`config.mk`:
```
export PLATFORM = sky130hd
export DESIGN_NAME = secded_guard
export DESIGN_NICKNAME = d
export VERILOG_FILES = /design/src/rtl/secded_pkg.sv /design/src/rtl/secded_encoder.sv /design/src/rtl/secded_decoder.sv /design/src/rtl/secded_pipe.sv /design/src/rtl/secded_guard.sv
export SDC_FILE = /design/constraint.sdc
export NUM_CORES = 1
export LEC_CHECK = 0
export ABC_CLOCK_PERIOD_IN_PS = 2350
export BUFFER_PORTS_ARGS = -buffer_cell sky130_fd_sc_hd__buf_4
export CORE_MARGIN = 2
export CORE_UTILIZATION = 45
export DETAILED_ROUTE_END_ITERATION = 10
export PLACE_DENSITY_LB_ADDON = 0.05
export SYNTH_ARGS = -nofsm -noshare
export SYNTH_HDL_FRONTEND = slang
export SYNTH_HIERARCHICAL = 1
export SYNTH_SLANG_ARGS = --single-unit
```
`constraint.sdc`:
```
create_clock -name clk -period 2.35 [get_ports clk]
set_input_delay 0.235 -clock clk [delete_from_list [all_inputs] [get_ports clk]]
set_output_delay 0.235 -clock clk [all_outputs]
set_load 0.005 [all_outputs]
```
`src/rtl/secded_pkg.sv`:
```
package secded_pkg;

    localparam int DATA_W = 8;

    // Smallest K with 2^K - 1 >= DATA_W + K.
    function automatic int chk_needed(int m);
        int k;
        k = 1;
        for (int t = 1; t < 32; t++) begin
            if (((1 << k) - 1) < (m + k)) k = t + 1;
        end
        return k;
    endfunction

    localparam int CHK_W  = chk_needed(DATA_W);
    localparam int HAM_W  = DATA_W + CHK_W;   // Hamming positions 1..HAM_W
    localparam int CODE_W = HAM_W + 1;        // plus overall parity at index 0
    localparam int SYN_W  = CHK_W;

    typedef logic [DATA_W-1:0] data_t;
    typedef logic [CODE_W-1:0] code_t;
    typedef logic [SYN_W-1:0]  syn_t;

    typedef enum logic [1:0] {
        CLS_CLEAN,
        CLS_SINGLE,
        CLS_PARITY,
        CLS_DOUBLE
    } err_class_t;

    typedef struct packed {
        data_t data;
        syn_t  syn;
        logic  sec;
        logic  ded;
    } dec_out_t;

    function automatic bit is_pow2(int n);
        return (n > 0) && ((n & (n - 1)) == 0);
    endfunction

    // Hamming position that carries data bit k (k counted from 0).
    function automatic int data_pos(int k);
        int cnt;
        int pos;
        cnt = 0;
        pos = 0;
        for (int n = 1; n <= HAM_W; n++) begin
            if (!is_pow2(n)) begin
                if (cnt == k) pos = n;
                cnt++;
            end
        end
        return pos;
    endfunction

    function automatic data_t extract_data(code_t c);
        data_t d;
        for (int k = 0; k < DATA_W; k++) d[k] = c[data_pos(k)];
        return d;
    endfunction

endpackage

```
`src/rtl/secded_encoder.sv`:
```
module secded_encoder
    import secded_pkg::*;
(
    input  data_t data_in,
    output code_t code_out
);
    always_comb begin
        code_t cw;
        cw = '0;
        for (int k = 0; k < DATA_W; k++) cw[data_pos(k)] = data_in[k];
        for (int i = 0; i < CHK_W; i++) begin
            logic p;
            p = 1'b0;
            for (int n = 1; n <= HAM_W; n++) begin
                if ((((n >> i) & 1) == 1) && !is_pow2(n)) p = p ^ cw[n];
            end
            cw[1 << i] = p;
        end
        cw[0] = ^cw[HAM_W:1];
        code_out = cw;
    end
endmodule

```
`src/rtl/secded_decoder.sv`:
```
module secded_decoder
    import secded_pkg::*;
(
    input  code_t    code_in,
    output dec_out_t result
);
    syn_t       syn;
    logic       par_bad;
    err_class_t cls;
    code_t      flip;

    always_comb begin
        syn = '0;
        for (int i = 0; i < CHK_W; i++) begin
            for (int n = 1; n <= HAM_W; n++) begin
                if (((n >> i) & 1) == 1) syn[i] = syn[i] ^ code_in[n];
            end
        end
        par_bad = ^code_in;
    end

    always_comb begin
        if (syn == '0)
            cls = par_bad ? CLS_PARITY : CLS_CLEAN;
        else if (!par_bad)
            cls = CLS_DOUBLE;
        else if (syn > SYN_W'(HAM_W))
            cls = CLS_DOUBLE;
        else
            cls = CLS_SINGLE;
    end

    always_comb begin
        flip = '0;
        if (cls == CLS_SINGLE) flip[syn] = 1'b1;
        result.data = extract_data(code_in ^ flip);
        result.syn  = syn;
        result.sec  = (cls == CLS_SINGLE) || (cls == CLS_PARITY);
        result.ded  = (cls == CLS_DOUBLE);
    end
endmodule

```
`src/rtl/secded_pipe.sv`:
```
module secded_pipe #(
    parameter int W   = 8,
    parameter bit REG = 1'b1
) (
    input  logic         clk,
    input  logic         rst,
    input  logic [W-1:0] d,
    output logic [W-1:0] q
);
    generate
        if (REG) begin : g_reg
            always_ff @(posedge clk) begin
                if (rst) q <= '0;
                else     q <= d;
            end
        end else begin : g_comb
            assign q = d;
        end
    endgenerate
endmodule

```
`src/rtl/secded_guard.sv`:
```
module secded_guard
    import secded_pkg::*;
#(
    parameter bit REG_OUT = 1'b1
) (
    input  logic        clk,
    input  logic        rst,
    input  logic [7:0]  data_in,
    output logic [12:0] code_out,
    input  logic [12:0] code_in,
    output logic [7:0]  data_out,
    output logic [3:0]  syndrome,
    output logic        sec_err,
    output logic        ded_err
);
    code_t    enc_c;
    dec_out_t dec_c;
    dec_out_t dec_q;

    secded_encoder u_enc (
        .data_in (data_in),
        .code_out(enc_c)
    );

    secded_decoder u_dec (
        .code_in(code_in),
        .result (dec_c)
    );

    secded_pipe #(.W(CODE_W), .REG(REG_OUT)) u_enc_stage (
        .clk(clk), .rst(rst), .d(enc_c), .q(code_out)
    );

    secded_pipe #(.W($bits(dec_out_t)), .REG(REG_OUT)) u_dec_stage (
        .clk(clk), .rst(rst), .d(dec_c), .q(dec_q)
    );

    assign data_out = dec_q.data;
    assign syndrome = dec_q.syn;
    assign sec_err  = dec_q.sec;
    assign ded_err  = dec_q.ded;

    // stored word always carries even overall parity
    a_r3_even_parity: assert property (@(posedge clk) disable iff (rst)
        (^code_out) == 1'b0);

    // the two flags are exclusive
    a_r10_flags_exclusive: assert property (@(posedge clk) disable iff (rst)
        !(sec_err && ded_err));

    // a zero syndrome is never reported as uncorrectable
    a_r4_zero_syn_no_ded: assert property (@(posedge clk) disable iff (rst)
        (syndrome == 4'd0) |-> !ded_err);

    // syndromes beyond the last position are uncorrectable
    a_r8_beyond_range: assert property (@(posedge clk) disable iff (rst)
        (syndrome > 4'd12) |-> (ded_err && !sec_err));

    // uncorrectable words pass the data field through unchanged
    generate
        if (REG_OUT) begin : g_chk_reg
            a_r7_ded_passthrough: assert property (@(posedge clk) disable iff (rst)
                ded_err |-> (data_out == extract_data($past(code_in))));
        end else begin : g_chk_comb
            a_r7_ded_passthrough: assert property (@(posedge clk) disable iff (rst)
                ded_err |-> (data_out == extract_data(code_in)));
        end
    endgenerate
endmodule

```
* Yosys cells after proc, flatten, opt, wreduce, memory -nomap -nowiden
Index checks and enable logic that the tools add are counted.
Widths: inputs -> output; s select.
** Word-level totals
- Flip-flop bits (word level) :: 27
- Bits of input ports :: 23
- Output and inout bits :: 27
- Word-level logic and storage cells :: 53
** Operators by class
- $lt $le $gt $ge :: 3
- Eq/ne operators :: 3
- Muxes and demuxes :: 7
- Bitwise operators :: 33
- Reductions and logical operators :: 5
** Operators with widths (count)
- $xor 1x1->1 :: 32
- $mux 13 :: 1
- $reduce_xor 13->1 :: 1
- $xor 13x13->13 :: 1
- $reduce_xor 12->1 :: 1
- $mux 2 :: 4
- $lt 4x5->1 const B :: 1
- $demux 1 s4 :: 1
- $eq 2x2->1 const B :: 2
- $ge 4x1->1 const B :: 1
- $gt 4x4->1 const B :: 1
- $logic_not 4->1 :: 1
- $eq 2x1->1 const B :: 1
- $logic_and 1x1->1 :: 1
- $logic_or 1x1->1 :: 1
- $mux 1 :: 1

* Depth between registers and ports, before layout
- Depth after elaboration :: 12
- Gate-level depth with buffers :: 11
- Mapped depth without buffers :: 11

* Modules after synthesis
Netlist, hierarchy kept.
** By module, submodules not included
- secded_decoder :: times used 1, cells an instance 61, area an instance 561.8 um2, seq. area each 0.0 um2
- secded_pipe (u_dec_stage) :: times used 1, cells an instance 29, area an instance 407.9 um2, seq. area each 280.3 um2
- secded_pipe (u_enc_stage) :: times used 1, cells an instance 27, area an instance 395.4 um2, seq. area each 260.2 um2
- secded_encoder :: times used 1, cells an instance 19, area an instance 205.2 um2, seq. area each 0.0 um2

* Least setup slack after synthesis
No wires, ideal clock.
- Kind :: input -> register
- Start :: input port code_in[12]
- End :: register u_dec_stage.q[7]
- Library setup time :: 0.114 ns
- Arrival time :: 2.204 ns
- Data required time :: 2.236 ns
- Path slack :: 0.032 ns
- Cell stages on the path :: 11
- Path buffers :: 1
- Path through :: buf_4 xnor3_2 inv_4 and3_1 o41ai_2 a22oi_1 ha_1 nand3_1 nor3_1 xor2_1 nor2b_2
** RTL lines
- start, declared :: line secded_guard.sv:10 : input logic [12:0] code_in,
- end signal, assigned :: line secded_pipe.sv:13 : if (rst) q <= '0;
- end signal, assigned :: line secded_pipe.sv:14 : else q <= d;
- end, declared :: line secded_pipe.sv:8 : output logic [W-1:0] q

==> reports/qor.txt <==
Outcome: complete, no violations
P&R area growth vs syn: 36.7%
Final WS setup: 84.5 ps
Core area: 3340 um2
Routed length per instance: 12.1 um
Antenna Nets Post-Route: 0
Worst Path Required: 2580 ps
Pre-CTS worst setup slack: -244 ps
Drc violations: 0
Mapped Cells: 136
Critical Path Source: code_in[9]
Worst EP arrival: 2500 ps
Vias post-DR: 1100
GRT Util Overall: 0.163
Width of the die: 63.1 um
Die H: 63.1 um
Drt total wl: 3000 um
HPWL Detailed: 2330 um
CTS sink count: 27
Port Buffers: 49
Setup violators final: 0
Worst hold path class: primary input to flop
Cell area after synthesis: 1570 um2
Gr ovfl total: 0
Initial antenna violation count: 0
Number of H-tree levels: 1
Num ports: 50
Period utilization: 0.964
Clk root buf: clkbuf_4
Site Rows: 21
PD cells: 658 nW/um2
CTS buffer count: 3
TritonRoute pass-1 iters: 4
Yosys warning total: 6
Post-synth ARST share: 0
Worst Setup End Kind: flop
Syn Area/Cell: 11.5 um2
Crit path kind: primary input to flop
Fmax achieved: 441 MHz
Syn Nets: 162
WHS: 142 ps
Via density: 4.44
Initial DRC count: 53
#FFs+latches synth: 27
Leakage power: 1.02 nW
Share of layout cells above drive strength 1: 0.594
Clock slew at reported path FFs: 150 ps
Seq/Total Area, Yosys: 0.344
Worst Tran Pin Value: 391 ps
Final hold violations: 0
Area after DPL: 2090 um2
EDFF count, synth: 0
Worst Setup Start Kind: primary input
Clock buffer depth: 2
Yosys cell types: 39
First-pass GRT wire length: 5150 um
Full die area: 3980 um2
Antenna fix cells: 0
Period minus WS final: 2270 ps
Pin count of the biggest net entering global routing: 28
HP Start: data_in[3]
Finished Core Util: 0.643
TritonCTS clock tree: yes
VDD IR max: 0.451 mV
# hold bufs at CTS: 0
Nets: 229
Initial Util: 0.471
Slew Viols, Final: 0
Ys flop type: dfxtp_1
Slew margin rel.: 0.739
Max-Cap Viols: 0
Vias in the first global route: 1147
Cell area after layout: 2150 um2
Max FO, Critical Path: 5
GP Congestion: 0.779
-- final timing paths --
check                         endpoint  slack, ps  depth (start not counted)
worst min-delay path  u_enc_stage/q[7]        140                          2
worst max-delay path  u_dec_stage/q[7]         80                         12
-- metal layers --
layer | global-route usage | vias up | wire length (um)
met3 | 0.0304 | 2 | 115
met1 | 0.215 | 494 | 1420
li1 | - | 578 | -
met4 | 0.0417 | 0 | 13
met2 | 0.274 | 26 | 1450
met5 | 0 | - | 0
-- sequential cells by signal, summed over array words and instances, names as in the netlist --
signal	cells
u_dec_stage/q	14
u_enc_stage/q	13
-- through the flow --
| step | cells | power, mW | setup TNS (ps) |
|---|---|---|---|
| 6_report | 248 | 1.41 | 0 |
| 5_1_grt | 248 | 1.51 | -26.8 |
| 4_1_cts | 248 | 1.42 | 0 |
| 3_5_place_dp | 244 | 1.20 | -1260 |
| 3_3_place_gp | 244 | 1.18 | -965 |
| 2_1_floorplan | 136 | 0.916 | 0 |
-- Yosys cell counts (3+ instances only) --
cell type / number / share of area
dfxtp_1: 27 / 0.34
xnor2_2: 4 / 0.041
buf_4: 9 / 0.043
xnor3_1: 4 / 0.057
and2b_2: 3 / 0.017
nor3_1: 4 / 0.013
ha_1: 3 / 0.024
nand4_1: 3 / 0.012
nor2b_2: 18 / 0.10
xnor2_1: 16 / 0.089
nand3_1: 4 / 0.013
and2b_1: 3 / 0.014
xor2_1: 6 / 0.033
-- power breakdown --
part / total [mW] / switching, mW / internal, mW
clock: 0.211 / 0.146 / 0.0652
sequential: 0.531 / 0.0155 / 0.515
combinational: 0.670 / 0.276 / 0.394
-- final cells by class --
| type | count | area [um2] |
|---|---|---|
| clock inverter | 1 | 7.51 |
| clock buffer | 3 | 22.5 |
| inverter | 3 | 15.0 |
| tap | 46 | 57.6 |
| fill | 288 | 1190 |
| multi-input combinational | 94 | 947 |
| timing repair buffer | 74 | 556 |
| sequential | 27 | 541 |
-- kinds of logic after synthesis --
| family | count (synthesis) | share of synthesized area |
|---|---|---|
| AO/OA/AOI/OAI | 6 | 0.0335 |
| XOR/XNOR | 34 | 0.280 |
| adder cells (fa/ha/maj) | 3 | 0.0239 |
| buffers and inverters | 15 | 0.0701 |
| flip-flops | 27 | 0.344 |
| AND/OR/NAND/NOR | 51 | 0.249 |
-- placed cells by master, fill, tap and decap left out, types with 2 or more instances in the layout --
cell       n
and2b_1    3
and2b_2    3
buf_4     74
clkbuf_4   3
dfxtp_1   27
ha_1       2
nand3_1    4
nand4_1    3
nor2_1     2
nor2b_2   18
nor2b_4    2
nor3_1     3
nor3b_1    2
nor4_2     2
xnor2_1   15
xnor2_2    5
xnor3_1    4
xnor3_2    2
xor2_1     6
-- worst max-delay path: stages --
cell     delay [ps]
buf_4           130
xnor2_2         220
xnor3_2         440
inv_4           100
and4_1          210
nor4_2           60
a22oi_1         260
ha_2            260
nand3_1         130
nor3_1          210
xor2_1           90
nor2b_2         150
-- what timing repair did --
action	CTS	global route
endpoints found under the hold margin	0	0
buffers inserted	0	0
gates resized for setup	0	5
setup endpoints to repair	0	4
No activity file was read; power rests on OpenSTA's default activity.
